$ cat config.mk
export PLATFORM = sky130hd
export DESIGN_NAME = quad_gated_timer
export DESIGN_NICKNAME = d
export VERILOG_FILES = /design/src/rtl/qtm_pkg.sv /design/src/rtl/qtm_cfg_regs.sv /design/src/rtl/qtm_clk_sel.sv /design/src/rtl/qtm_gate_sync.sv /design/src/rtl/qtm_timer_core.sv /design/src/rtl/quad_gated_timer.sv
export SDC_FILE = /design/constraint.sdc
export NUM_CORES = 1
export LEC_CHECK = 0
export ABC_CLOCK_PERIOD_IN_PS = 6100
export BUFFER_PORTS_ARGS = -buffer_cell sky130_fd_sc_hd__buf_2
export CAP_MARGIN = 0
export CORE_MARGIN = 2
export CORE_UTILIZATION = 53
export CTS_BUF_LIST = sky130_fd_sc_hd__clkbuf_4
export CTS_CLUSTER_DIAMETER = 50
export DETAILED_ROUTE_END_ITERATION = 6
export PLACE_DENSITY_LB_ADDON = 0.25
export SYNTH_ARGS = -nofsm -noshare
export SYNTH_HDL_FRONTEND = slang
export SYNTH_SLANG_ARGS = --single-unit
$ cat constraint.sdc
create_clock -name clk -period 6.1 [get_ports clk]
set_clock_uncertainty 0.2 [all_clocks]
set_input_delay 0.915 -clock clk [delete_from_list [all_inputs] [get_ports clk]]
set_output_delay 0.915 -clock clk [all_outputs]
set_load 0.005 [all_outputs]
$ cat src/rtl/qtm_pkg.sv
package qtm_pkg;
  localparam logic [1:0] KIND_MODE = 2'd0;
  localparam logic [1:0] KIND_REF  = 2'd1;
  localparam logic [1:0] KIND_GLOB = 2'd2;

  typedef struct packed {
    logic gate_en;
    logic toggle;
    logic restart;
    logic run;
  } tmode_t;
endpackage

$ cat src/rtl/qtm_cfg_regs.sv
module qtm_cfg_regs
  import qtm_pkg::*;
#(
  parameter int N_TMR   = 4,
  parameter int N_PAIRS = 2,
  parameter int CNT_W   = 16,
  parameter int ADDR_W  = 4
) (
  input  logic                            clk,
  input  logic                            rst_n,
  input  logic                            wr_valid,
  input  logic [ADDR_W-1:0]               wr_addr,
  input  logic [CNT_W-1:0]                wr_data,
  output tmode_t [N_TMR-1:0]              mode,
  output logic   [N_TMR-1:0][CNT_W-1:0]   refv,
  output logic                            tm_sel,
  output logic                            ext_en,
  output logic   [N_PAIRS-1:0]            casc
);
  localparam int IDX_W = ADDR_W - 2;

  logic [1:0]       kind;
  logic [IDX_W-1:0] idx;
  assign kind = wr_addr[ADDR_W-1 -: 2];
  assign idx  = wr_addr[IDX_W-1:0];

  always_ff @(posedge clk or negedge rst_n) begin
    if (!rst_n) begin
      mode   <= '0;
      refv   <= '0;
      tm_sel <= 1'b0;
      ext_en <= 1'b0;
      casc   <= '0;
    end else if (wr_valid) begin
      case (kind)
        KIND_MODE: if (int'(idx) < N_TMR) mode[idx] <= tmode_t'(wr_data[3:0]);
        KIND_REF:  if (int'(idx) < N_TMR) refv[idx] <= wr_data;
        KIND_GLOB: begin
          tm_sel <= wr_data[0];
          ext_en <= wr_data[1];
          casc   <= wr_data[2 +: N_PAIRS];
        end
        default: ;
      endcase
    end
  end
endmodule

$ cat src/rtl/qtm_clk_sel.sv
module qtm_clk_sel #(
  parameter int SYNC_W = 3
) (
  input  logic clk,
  input  logic rst_n,
  input  logic tm_pin,
  input  logic ext_pin,
  input  logic tm_sel,
  input  logic ext_en,
  output logic tick
);
  logic [SYNC_W-1:0] tm_sh, ext_sh;
  logic tm_rise, ext_rise;

  always_ff @(posedge clk or negedge rst_n) begin
    if (!rst_n) begin
      tm_sh  <= '0;
      ext_sh <= '0;
    end else begin
      tm_sh  <= {tm_sh[SYNC_W-2:0], tm_pin};
      ext_sh <= {ext_sh[SYNC_W-2:0], ext_pin};
    end
  end

  assign tm_rise  = tm_sh[SYNC_W-2]  & ~tm_sh[SYNC_W-1];
  assign ext_rise = ext_sh[SYNC_W-2] & ~ext_sh[SYNC_W-1];

  always_comb begin
    if (tm_sel)      tick = tm_rise;
    else if (ext_en) tick = ext_rise;
    else             tick = 1'b1;
  end

  logic [1:0] warm_q;
  always_ff @(posedge clk or negedge rst_n) begin
    if (!rst_n)              warm_q <= '0;
    else if (warm_q != 2'd3) warm_q <= warm_q + 2'd1;
  end

  AST_TMCLK_PRECEDES: assert property (@(posedge clk) disable iff (!rst_n)
    (warm_q == 2'd3 && tm_sel && tick) |-> ($past(tm_pin, 2) && !$past(tm_pin, 3)));
  AST_EXT_WHEN_NO_TM: assert property (@(posedge clk) disable iff (!rst_n)
    (warm_q == 2'd3 && !tm_sel && ext_en && tick) |-> ($past(ext_pin, 2) && !$past(ext_pin, 3)));
endmodule

$ cat src/rtl/qtm_gate_sync.sv
module qtm_gate_sync #(
  parameter int N_PAIRS = 2
) (
  input  logic               clk,
  input  logic               rst_n,
  input  logic [N_PAIRS-1:0] gate_raw,
  output logic [N_PAIRS-1:0] gate_hi,
  output logic [N_PAIRS-1:0] gate_fall
);
  for (genvar p = 0; p < N_PAIRS; p++) begin : g_pair
    logic [2:0] sh;
    always_ff @(posedge clk or negedge rst_n) begin
      if (!rst_n) sh <= '0;
      else        sh <= {sh[1:0], gate_raw[p]};
    end
    assign gate_hi[p]   = sh[1];
    assign gate_fall[p] = sh[2] & ~sh[1];
  end
endmodule

$ cat src/rtl/qtm_timer_core.sv
module qtm_timer_core
  import qtm_pkg::*;
#(
  parameter int CNT_W = 16
) (
  input  logic             clk,
  input  logic             rst_n,
  input  tmode_t           mode,
  input  logic [CNT_W-1:0] ref_v,
  input  logic             tick,
  input  logic             adv,
  input  logic             gate_hi,
  input  logic             gate_fall,
  output logic             ev,
  output logic             tout
);
  logic [CNT_W-1:0] cnt_q;
  logic restart_g, hold_g, go;

  assign restart_g = mode.run && mode.gate_en && gate_fall;
  assign hold_g    = mode.gate_en && gate_hi;
  assign go        = mode.run && !restart_g && !hold_g && adv;
  assign ev        = go && (cnt_q == ref_v);

  always_ff @(posedge clk or negedge rst_n) begin
    if (!rst_n)         cnt_q <= '0;
    else if (restart_g) cnt_q <= '0;
    else if (go)        cnt_q <= (ev && mode.restart) ? '0 : cnt_q + 1'b1;
  end

  always_ff @(posedge clk or negedge rst_n) begin
    if (!rst_n)                              tout <= 1'b1;
    else if (ev)                             tout <= mode.toggle ? ~tout : 1'b0;
    else if (!mode.toggle && !tout && tick)  tout <= 1'b1;
  end

  AST_GATE_HOLD: assert property (@(posedge clk) disable iff (!rst_n)
    (mode.run && mode.gate_en && gate_hi && !gate_fall) |=> $stable(cnt_q));
  AST_GATE_RESTART: assert property (@(posedge clk) disable iff (!rst_n)
    (mode.run && mode.gate_en && gate_fall) |=> (cnt_q == '0));
  AST_REF_RELOAD: assert property (@(posedge clk) disable iff (!rst_n)
    (ev && mode.restart) |=> (cnt_q == '0));
  AST_LOW_ON_MATCH: assert property (@(posedge clk) disable iff (!rst_n)
    $fell(tout) |-> $past(ev));
  AST_TOGGLE_ONLY_MATCH: assert property (@(posedge clk) disable iff (!rst_n)
    ((tout != $past(tout)) && !$past(ev)) |-> ($past(!mode.toggle) && $past(tick)));
  AST_IDLE_HOLD: assert property (@(posedge clk) disable iff (!rst_n)
    !mode.run |=> $stable(cnt_q));
endmodule

$ cat src/rtl/quad_gated_timer.sv
module quad_gated_timer
  import qtm_pkg::*;
#(
  parameter int N_PAIRS = 2,
  parameter int CNT_W   = 16,
  localparam int N_TMR  = 2 * N_PAIRS,
  localparam int ADDR_W = 2 + $clog2(N_TMR)
) (
  input  logic               clk,
  input  logic               rst_n,
  input  logic               cfg_valid,
  output logic               cfg_ready,
  input  logic [ADDR_W-1:0]  cfg_addr,
  input  logic [CNT_W-1:0]   cfg_data,
  input  logic               tmr_clk_pin,
  input  logic               ext_clk_pin,
  input  logic [N_PAIRS-1:0] gate_in,
  output logic [N_TMR-1:0]   tout
);
  tmode_t [N_TMR-1:0]            mode;
  logic   [N_TMR-1:0][CNT_W-1:0] refv;
  logic                          tm_sel, ext_en, tick;
  logic   [N_PAIRS-1:0]          casc, gate_hi, gate_fall;
  logic   [N_TMR-1:0]            ev, adv;

  assign cfg_ready = 1'b1;

  qtm_cfg_regs #(.N_TMR(N_TMR), .N_PAIRS(N_PAIRS), .CNT_W(CNT_W), .ADDR_W(ADDR_W)) u_cfg (
    .clk(clk), .rst_n(rst_n), .wr_valid(cfg_valid), .wr_addr(cfg_addr), .wr_data(cfg_data),
    .mode(mode), .refv(refv), .tm_sel(tm_sel), .ext_en(ext_en), .casc(casc));

  qtm_clk_sel #(.SYNC_W(3)) u_clk (
    .clk(clk), .rst_n(rst_n), .tm_pin(tmr_clk_pin), .ext_pin(ext_clk_pin),
    .tm_sel(tm_sel), .ext_en(ext_en), .tick(tick));

  qtm_gate_sync #(.N_PAIRS(N_PAIRS)) u_gate (
    .clk(clk), .rst_n(rst_n), .gate_raw(gate_in), .gate_hi(gate_hi), .gate_fall(gate_fall));

  for (genvar t = 0; t < N_TMR; t++) begin : g_tmr
    if (t % 2 == 1) begin : g_upper
      assign adv[t] = casc[t/2] ? ev[t-1] : tick;
    end else begin : g_lower
      assign adv[t] = tick;
    end
    qtm_timer_core #(.CNT_W(CNT_W)) u_core (
      .clk(clk), .rst_n(rst_n), .mode(mode[t]), .ref_v(refv[t]), .tick(tick),
      .adv(adv[t]), .gate_hi(gate_hi[t/2]), .gate_fall(gate_fall[t/2]),
      .ev(ev[t]), .tout(tout[t]));
  end

  for (genvar p = 0; p < N_PAIRS; p++) begin : g_casc_chk
    AST_CASC_UPPER_FOLLOWS: assert property (@(posedge clk) disable iff (!rst_n)
      (casc[p] && ev[2*p+1]) |-> ev[2*p]);
  end
endmodule

# --- After elaboration in Yosys (flattened, before gate mapping) ---
# Cells that the tools add are included.
word_totals:
  regBits: 164
  latch_bits: 0
  ramBits: 0
  mem_bits_ro: 0
  in_bits: 27
  out_inout_bits: 5
  wordCells: 162
  mem_count: 0
classes:
  n_addsub: 4
  mul: 0
  n_div: 0
  magnitude_cmp: 2
  n_eq_ne: 6
  n_shift: 0
  n_mux: 34
  n_bitwise: 12
  reduce_logical: 69
ops:
  columns: ["cell", "count"]
  rows:
  - ["$mux 16", 13]
  - ["$add 16x1->16 const B", 4]
  - ["$bwmux 64", 1]
  - ["$eq 16x16->1", 4]
  - ["$logic_and 1x1->1", 41]
  - ["$demux 16 s2", 1]
  - ["$bwmux 16", 1]
  - ["$logic_not 1->1", 16]
  - ["$mux 1", 16]
  - ["$reduce_bool 2->1", 8]
  - ["$demux 4 s2", 1]
  - ["$not 1->1", 8]
  - ["$reduce_and 2->1", 3]
  - ["$and 1x1->1", 4]
  - ["$mux 4", 1]
  - ["$lt 2x3->1 const B", 1]
  - ["$eq 2x1->1 const B", 1]
  - ["$eq 2x2->1 const B", 1]
  - ["$ge 2x1->1 const B", 1]
  - ["$logic_not 2->1", 1]

# --- Longest topological paths before layout ---
# Gate-level depths: netlist of run 1.
logic_depth:
  ltp_word: 15
  mapped_depth: 9
  depth_no_buf: 7

# --- Hierarchy ---
# From an unflattened synthesis of run 1, not the netlist that was laid out.
hier_totals:
  hier_cells: 708
  hier_area_um2: 8216.6
modules_own_cells:
  columns: ["mod", "n_inst", "cells_each", "area_each_um2", "seq_area_each_um2"]
  rows:
  - ["qtm_timer_core (g_tmr[1].u_core ...)", 3, 124, 1139.8, 426.7]
  - ["qtm_cfg_regs", 1, 189, 3229.3, 2102.0]
  - ["qtm_timer_core (g_tmr[0].u_core)", 1, 123, 1161.1, 426.7]
  - ["qtm_gate_sync", 1, 10, 192.7, 150.1]
  - ["qtm_clk_sel", 1, 10, 176.4, 150.1]
  - ["quad_gated_timer", 1, 4, 37.5, 0.0]

# --- Least setup slack after synthesis of run 1 ---
# Ideal clock, no wire load.
synth_path:
  path_type: "input-to-reg"
  from: "in cfg_addr[3]"
  to: "reg u_cfg.refv[22] (netlist name)"
  setup_ps: 125
  arrival_ps: 2375
  t_required_ps: 5775
  path_slack_ps: 3401
  stages: 4
  n_path_buf: 1
  cell_sequence: "nand3b_1 -> nor3b_1 -> buf_2 -> mux2_2"
synth_via:
  elab_chain_cells: 2
synth_lines:
  columns: ["item", "line_no", "source"]
  rows:
  - ["start, declared", "quad_gated_timer.sv:13", "input logic [ADDR_W-1:0] cfg_addr,"]
  - ["$eq 2x1->1", "qtm_cfg_regs.sv:35", "case (kind)"]
  - ["$reduce_and 2->1 (no line)", null, null]
  - ["end, declared", "qtm_cfg_regs.sv:15", "output logic [N_TMR-1:0][CNT_W-1:0] refv,"]
# Every way passes these cells.
# A chain may end at the register's enable or synchronous reset.

# --- Worst setup path after layout of run 1 ---
layout_path:
  from: "reg g_tmr[0].u_core.cnt_q[13]"
  to: "reg g_tmr[0].u_core.cnt_q[8]"
layout_via:
  elab_chain_cells: 6
layout_lines:
  columns: ["item", "line_no", "source"]
  rows:
  - ["start, declared", "qtm_timer_core.sv:17", "logic [CNT_W-1:0] cnt_q;"]
  - ["start signal, assigned", "qtm_timer_core.sv:28", "else if (go) cnt_q <= (ev && mode.restart) ? '0 : cnt_q + 1'b1;"]
  - ["$eq 16x16->1", "qtm_timer_core.sv:23", "assign ev = go && (cnt_q == ref_v);"]
  - ["$logic_and 1x1->1", "qtm_timer_core.sv:23", null]
  - ["$logic_and 1x1->1", "qtm_timer_core.sv:28", null]
  - ["$mux 16 (2 in a row)", "qtm_timer_core.sv:28", null]
  - ["$mux 16", "qtm_timer_core.sv:27", "else if (restart_g) cnt_q <= '0;"]
# Every way passes these cells. The select of a mux whose other input is x is not followed.

==> impl_results.md, run 1 <==
- Synthesis-to-layout area growth: 7.92%
- Post-Synth Adder-Cell Area: less than 1%
- Synth top area share: approximately half
- Status: complete, no violations
- CP Class: flop to flop
- Arr. time, crit path: roughly 3200 ps
- Worst-margin pin slew: roughly 1300 ps
- Vias in the first global route: 5,707
- Synthesized netlist cell count: 717
- Crit path time final: ~3000 ps
- CTS Buffer Depth: 2
- RSZ-0062 raised after global routing: no
- Placed Cells: roughly 910
- Fin worst setup slack: 3090 ps
- Total design power: 0.00268 W
- ANT nets after route: 0
- Max-cap violation count: 0
- Combinational share of power: 19.9%
- ANT cells: 0
- Chip height: roughly 130 um
- Startpoint Class: flop
- Hold Path Class: flop to flop
- Fin. Hold Viols: 0
- Setup Total Neg Slack: 0 ps
- Crit end category: flop
- DR DRC count: 0
- Layout Nets: 778
- Starting Density: between 50% and 60%
- Static Leak: between 3 and 4 nW
- Clock latency reported for the late side of the worst-skew pair: 570 ps
- H-tree Lvls: 4
- Synth cell types: 55
- Max Slew Vio Count: 0
- Drt wl/cell: 18.8 um
- Quantity of I/O buffers inserted on ports: 30
- Place WS: 2970 ps
- Critical-path maximum fanout: 11
- Post-synth design cell area: roughly 0.008 mm^2
- Post-synth EDFFs: 0
- # setup viols final: 0
- Largest area contributor in the netlist: dfrtp_1
- Die X: 127 um
- Global-route wire length before repair: 28.9 mm
- Peak Freq: about 0.33 GHz
- Compound-Gate Fraction of Synth Area: a little under a tenth
- Switch share: 31.3%
- Post-synthesis simple-gate area fraction: 15.4%
- Synth warn: 0
- Largest net degree at the start of global routing: 110
- Die outline area: about 0.016 mm^2
- Non-filler cells, final: about 940
- Share of cells above drive strength 1: between 20% and 30%
- HPWL Detailed: approximately 12 mm
- GRT Residual Overflow: 0
- Slew HR: around 13%
- Primary FF master, synth: dfrtp_1
- Seq pwr share: a little over half
- Routed vias: 5,717
- Synth area leaders: dfrtp_1, mux2_2, xnor2_1
- Syn Nets: about 750
- Worst Hold Launch: u_gate.g_pair[0].sh[0]
- CTS buffer count: 17
- Seq/Total Area, Yosys: 51.2%
- Vias/cell: between 6 and 7
- Clock transition at path regs: about 140 ps
- Yosys reg bits: between 150 and 200
- Tcrit/Tclk final: about half
- # IOs: 32
- CORE AREA: 0.0146 mm^2
- Largest family of logic cells by synthesized area: simple AND/OR/NAND/NOR gates
- Post-CTS resize count: 0
- GRT Total Usage: about 23%
- CP startpoint: g_tmr[0].u_core.cnt_q[13]
- Worst VDD drop: 194 uV
- First drt pass iteration count: 5
- Gpl congestion: about 0.83
- Avg Inst Size Synth: around 11 um^2
- Clock share of power: between 20% and 30%
- XOR/XNOR share of the synthesized area: between 9 and 10%
- Internal Power: approximately 0.0018 W
- Pwr dens: 309 mW/mm^2
- Row cnt: 44
- Net Sw Power: 0.000836 W
- Post-CTS setup buffers: 0
- FFs w/ async S/R, synth: between 90% and 100%
- Root buffer cell: clkbuf_4
- R2R Path Start: g_tmr[0].u_core.cnt_q[13]
- Hold buffers post-CTS: 0
- DRT iter0 DRCs: ~430
- CTS tree: yes
- Wirelength, routed: ~18 mm
- Required @ worst endpoint: 6320 ps
- Mux cell area share after synthesis: between 10% and 20%
- Initial antenna violation count: 0
- Clk sinks: approximately 160
## registers in the layout (all words and copies together), names as in the netlist
name                count
g_tmr.u_core.cnt_q     64
u_cfg.refv             64
u_cfg.mode             16
u_gate.g_pair.sh        6
g_tmr.u_core.tout       4
u_clk.ext_sh            3
u_clk.tm_sh             3
u_cfg.casc              2
u_cfg.ext_en            1
u_cfg.tm_sel            1
## Yosys cell counts, drive strengths merged, types with 20 or more instances
master  instances
xnor2          48
xor2           36
dfrtp         160
o31ai          24
nand3          22
nor2           35
nand2          43
nand4          20
o21ai          26
a21oi          38
mux2           84
or4            22
## logic make-up (layout without fill, tap and decap cells)
kind of cell | Yosys count | after routing
simple gates | 223 | 223
xor+xnor | 84 | 84
buf+inv | 42 | 85
flops | 164 | 164
other cells | 1 | 1
fa+ha+maj | 4 | 4
compound gates | 114 | 114
mux | 85 | 85
## layout by cell type, fill, tap and decap left out, types with 3 or more instances in the layout
cell	instances
ha_1	4
and4_1	3
xnor2_1	48
mux2_2	84
nor3_1	14
and2_1	5
nor2_1	35
buf_4	5
nor2b_1	3
or3_1	14
clkinv_4	3
a22o_1	4
nand2_1	43
nand3_1	22
dfstp_2	4
or2_2	3
or4_1	20
buf_2	29
a21oi_1	36
and3_1	9
o21a_1	4
nand4_1	20
bufinv_16	4
o21ai_0	26
clkbuf_4	18
nor4_1	13
inv_1	18
nand2b_1	4
xor2_1	36
clkinvlp_4	3
dfrtp_1	160
nand3b_1	4
o31ai_1	24
## path summary, 6_finish.rpt
| check | end | slack (ps) | cells past startpoint |
|---|---|---|---|
| max | g_tmr[0].u_core.cnt_q[8] | 3090 | 6 |
| min | u_gate.g_pair[0].sh[1] | 160 | 0 |
| max reg2reg | g_tmr[0].u_core.cnt_q[8] | 3090 | 6 |
| min reg2reg | u_gate.g_pair[0].sh[1] | 160 | 0 |
| max in group asynchronous | g_tmr[2].u_core.cnt_q[15] | 4200 | 2 |
| min in group asynchronous | g_tmr[1].u_core.cnt_q[6] | 240 | 1 |
## worst max-delay path, stage by stage, from the launching register on
cell,delay [ps]
dfrtp_1,480
xor2_1,170
nor4_1,430
and4_1,330
nand2_1,120
o21ai_0,990
nor2_1,140
## final cells by class
| type | count | area (um^2) |
|---|---|---|
| clock buffers | 18 | 135 |
| clock inverters | 14 | 186 |
| fillers | 1214 | 5980 |
| inverters | 18 | 67.6 |
| multi-input cells | 511 | 3740 |
| flip-flops and latches | 164 | 4110 |
| well taps | 184 | 230 |
| repair buffers | 35 | 194 |
## metrics by stage
| step | utilization (%) | hold slack (ps) | cell area [um^2] |
|---|---|---|---|
| 6_report | 59.2 | 157 | 8660 |
| 5_1_grt | 59.2 | 183 | 8660 |
| 4_1_cts | 59.2 | 162 | 8660 |
| 3_5_place_dp | 57.0 | 135 | 8340 |
| 3_3_place_gp | 57.0 | 131 | 8340 |
| 2_1_floorplan | - | 131 | 8030 |
## metal layers
layer | part of all wire [%] | track usage [%] | up-vias
met2 | 48 | 36.7 | 132
met5 | 0 | 0 | -
met4 | 0.91 | 5.24 | 0
met1 | 47 | 32.0 | 2911
li1 | - | - | 2658
met3 | 4.1 | 5.61 | 16
## power groups by stage
stage,combinational (W),clock (W),sequential [W]
after floorplan,0.000406,0,0.00140
after global placement,0.000500,0,0.00144
after detailed placement,0.000526,0,0.00145
after CTS,0.000532,0.000725,0.00143
after global routing,0.000594,0.000773,0.00146
final,0.000531,0.000713,0.00143
Note: power is estimated with default switching activity, not from simulation.
==> run 2, diff against run 1 <==
--- a/config.mk
+++ b/config.mk
@@ -5,7 +5,8 @@
 export SDC_FILE = /design/constraint.sdc
 export NUM_CORES = 1
 export LEC_CHECK = 0
-export ABC_CLOCK_PERIOD_IN_PS = 6100
+export ABC_AREA = 1
+export ABC_CLOCK_PERIOD_IN_PS = 2700
 export BUFFER_PORTS_ARGS = -buffer_cell sky130_fd_sc_hd__buf_2
 export CAP_MARGIN = 0
 export CORE_MARGIN = 2
==> constraint.sdc (replaced) <==
create_clock -name clk -period 2.7 [get_ports clk]
set_clock_uncertainty 0.2 [all_clocks]
set_input_delay 0.405 -clock clk [delete_from_list [all_inputs] [get_ports clk]]
set_output_delay 0.405 -clock clk [all_outputs]
set_load 0.005 [all_outputs]
==> run 2 against run 1 <==
  * Synthesized cell count is 57% higher
  * Synthesized area is 8.1% higher
  * Global-route usage up 1.0 points
  * Combinational power rose by 140%
  * Routed wire length up 10%
  * Cell area is 8.0% higher
  * Sequential power up 120%
  * Worst setup slack got worse by 2700 ps
  * Worst hold slack got worse by 150 ps
  * Power is 120% higher
  * Cell count increased by 47%
==> impl_results.md, run 2 <==
- Leading registers by flop count: g_tmr.u_core.cnt_q (64), u_cfg.refv (64), u_cfg.mode (16)
- Peak Freq: 0.435 GHz (+31%)
- Vias in the first global route: 6,762 (+18%)
- Max Slew Vio Count: 0 (unchanged)
- First drt pass iteration count: 5 (unchanged)
- GRT Total Usage: 23.9% (+1.0 points)
- Gpl congestion: 0.896 (+8.1%)
- CTS Buffer Depth: 2 (unchanged)
- Slowest cell on the critical path: a21oi_4
- GRT Residual Overflow: 0 (unchanged)
- Status: complete, no violations
- Worst-margin pin slew: 525 ps (-778 ps)
- Share of cells above drive strength 1: 8.78% (-13 points)
- Root buffer cell: clkbuf_4
- Wirelength, routed: 19.6 mm (+10%)
- Clk sinks: 164 (unchanged)
- Commonest non-fill, non-tap cell in the layout: nand2_1
- Routed vias: 7,139 (+25%)
- Post-CTS resize count: 0 (unchanged)
- Clock transition at path regs: 130 ps (about the same)
- Util after Layout: 58.7% (-0.50 points)
- Largest net degree at the start of global routing: 71 (-35%)
- Pwr dens: 617 mW/mm^2 (+100%)
- Synth top area share: 46.1% (-3.7 points)
- Synthesis-to-layout area growth: 7.79%
- CP max stage delay: 470 ps (-520 ps)
- Hold buffers post-CTS: 9 (+9)
- Quantity of I/O buffers inserted on ports: 30 (unchanged)
- Synth area leaders: dfrtp_1, nand2_1, inv_1
- Synth warn: 0 (unchanged)
- Top delay family on crit path: simple AND/OR/NAND/NOR gates
- Most frequent cell after synthesis: nand2_1
- Flop2flop setup slack: 400 ps (-2690 ps)
- R2R cell count: 10 (+4)
- Vias/cell: 5.14 (-15%)
- Worst Hold Launch: cfg_data[15]
- HPWL Detailed: 13.7 mm (+11%)
- Setup Total Neg Slack: 0 ps (unchanged)
- Synthesized netlist cell count: 1,126 (+57%)
- R2R Path Start: u_gate.g_pair[0].sh[1]
- Startpoint Class: flop
- Starting Density: 54.4% (-0.39 points)
- RSZ-0062 raised after global routing: no
- Hold EP: u_cfg.refv[31]
- DR DRC count: 0 (unchanged)
- Post-CTS setup buffers: 0 (unchanged)
- Tcrit/Tclk final: 85.1% (+36 points)
- Filler cell count in the final layout: 1,501 (+24%)
- Post-synth EDFFs: 0 (unchanged)
- Yosys reg bits: 164 (unchanged)
- Seq/Total Area, Yosys: 47.3% (-3.8 points)
- Static Leak: 4.83 nW (+32%)
- H-tree Lvls: 4 (unchanged)
- Fin. Hold Viols: 0 (unchanged)
- Syn Nets: 1,157 (+55%)
- Max-cap violation count: 0 (unchanged)
- ANT nets after route: 0 (unchanged)
- CP Class: flop to flop
- Hold Path Class: input port to flop
- Commonest cells in the synthesized netlist: nand2_1, dfrtp_1, inv_1
- Clock latency reported for the late side of the worst-skew pair: 570 ps (about the same)
- CTS tree: yes
- Hold Crit Depth: 3 (+3)
- Largest area contributor in the netlist: dfrtp_1
- Die X: 132 um (+3.8%)
- Crit path time final: 2300 ps (-714 ps)
- CORE AREA: 0.0159 mm^2 (+8.9%)
- Chip height: 132 um (+3.8%)
- CP startpoint: u_gate.g_pair[0].sh[1]
- Avg Inst Size Synth: 7.71 um^2 (-31%)
- DRT iter0 DRCs: 478 (+11%)
- Commonest cells after routing, fill and taps aside: nand2_1, dfrtp_1, inv_1
- Global-route wire length before repair: 33.2 mm (+15%)
- Terminus of the critical flop-to-flop path: g_tmr[1].u_core.cnt_q[8]
- Die outline area: 0.0174 mm^2 (+7.8%)
- # IOs: 32 (unchanged)
- Crit end category: flop
- CTS buffer count: 17 (unchanged)
- Drt wl/cell: 14.1 um (-25%)
- Slew HR: 64.9% (+52 points)
- Post-synth design cell area: 0.00868 mm^2 (+8.1%)
- Synth cell types: 40 (-27%)
- CP Buf/Inv Count: 1 (+1)
- Row cnt: 46 (+4.5%)
- Layout Nets: 1,191 (+53%)
- Worst VDD drop: 523 uV (+170%)
- # setup viols final: 0 (unchanged)
- Required @ worst endpoint: 2950 ps (-3370 ps)
- Initial antenna violation count: 1 (+1)
- FFs w/ async S/R, synth: 100% (unchanged)
- Critical-path maximum fanout: 17 (+6)
- Primary FF master, synth: dfrtp_1
- Arr. time, crit path: 2550 ps (-680 ps)
- CP Cell Sequence: nor2_1, nor2_1, nor2_1, nand2_1, inv_2, nand3_4, a21oi_4, nor2_4, nand2_1, nand2_1
==> run 2: metrics by stage <==
stage	worst slack (ps)	cells	hold slack, ps	cell area, um^2	power [W]
after CTS	414	1389	0.0488	9350	0.00581
after detailed placement	462	1348	146	9000	0.00444
final	402	1390	10.6	9350	0.00577
after floorplan	873	1126	-90.6	8680	0.00408
after global routing	222	1390	1.58	9350	0.00619
after global placement	526	1348	134	9000	0.00439
==> run 2: tightest hold or removal path: stages <==
cell and delay [ps]:
buf_2 80, inv_1 100, o21ai_0 170
==> run 2: how the worst max path moves through the flow <==
stage	to	cells after the start
after floorplan	g_tmr[3].u_core.cnt_q[2]	14
after global placement	g_tmr[0].u_core.cnt_q[6]	11
after detailed placement	g_tmr[1].u_core.cnt_q[8]	11
after CTS	g_tmr[1].u_core.cnt_q[8]	11
after global routing	g_tmr[1].u_core.cnt_q[8]	11
final	g_tmr[1].u_core.cnt_q[8]	10
==> run 2: per-layer routing <==
layer	track usage, %	routed length [um]	vias to the layer above
met3	4.54	920	26
met4	6.76	308	0
met5	0	0	-
met1	33.6	9310	3324
met2	38.2	9080	164
li1	-	-	3625
==> run 2: kinds of logic (layout without fill, tap and decap cells) <==
| logic type | after synthesis | count (layout) | synth area share (%) |
|---|---|---|---|
| AO/OA/AOI/OAI | 158 | 158 | 10.8 |
| AND/OR/NAND/NOR | 541 | 541 | 25.5 |
| flip-flops | 164 | 164 | 47.3 |
| XOR/XNOR | 66 | 66 | 6.66 |
| adder cells (fa/ha/maj) | 4 | 4 | 0.577 |
| buffers and inverters | 192 | 239 | 9.03 |
| other | 1 | 2 | 0.0432 |
==> run 2: layout make-up <==
cell class                      instances  area (um^2)  area share, %
Clock inverter                         12          109           1.16
Tap cell                              216          270           2.89
Sequential cell                       164         4110           43.9
Timing Repair Buffer                   49          334           3.57
Antenna cell                            1         2.50         0.0268
Clock buffer                           20          150           1.61
Inverter                              158          593           6.34
Multi-Input combinational cell        770         3790           40.5
==> run 2: power breakdown <==
part / total (W) / switching (W) / internal, W
Sequential: 0.00315 / 0.000341 / 0.00281
Clock: 0.00137 / 0.000880 / 0.000486
Combinational: 0.00125 / 0.000767 / 0.000483
Total: 0.00577 / 0.00199 / 0.00378
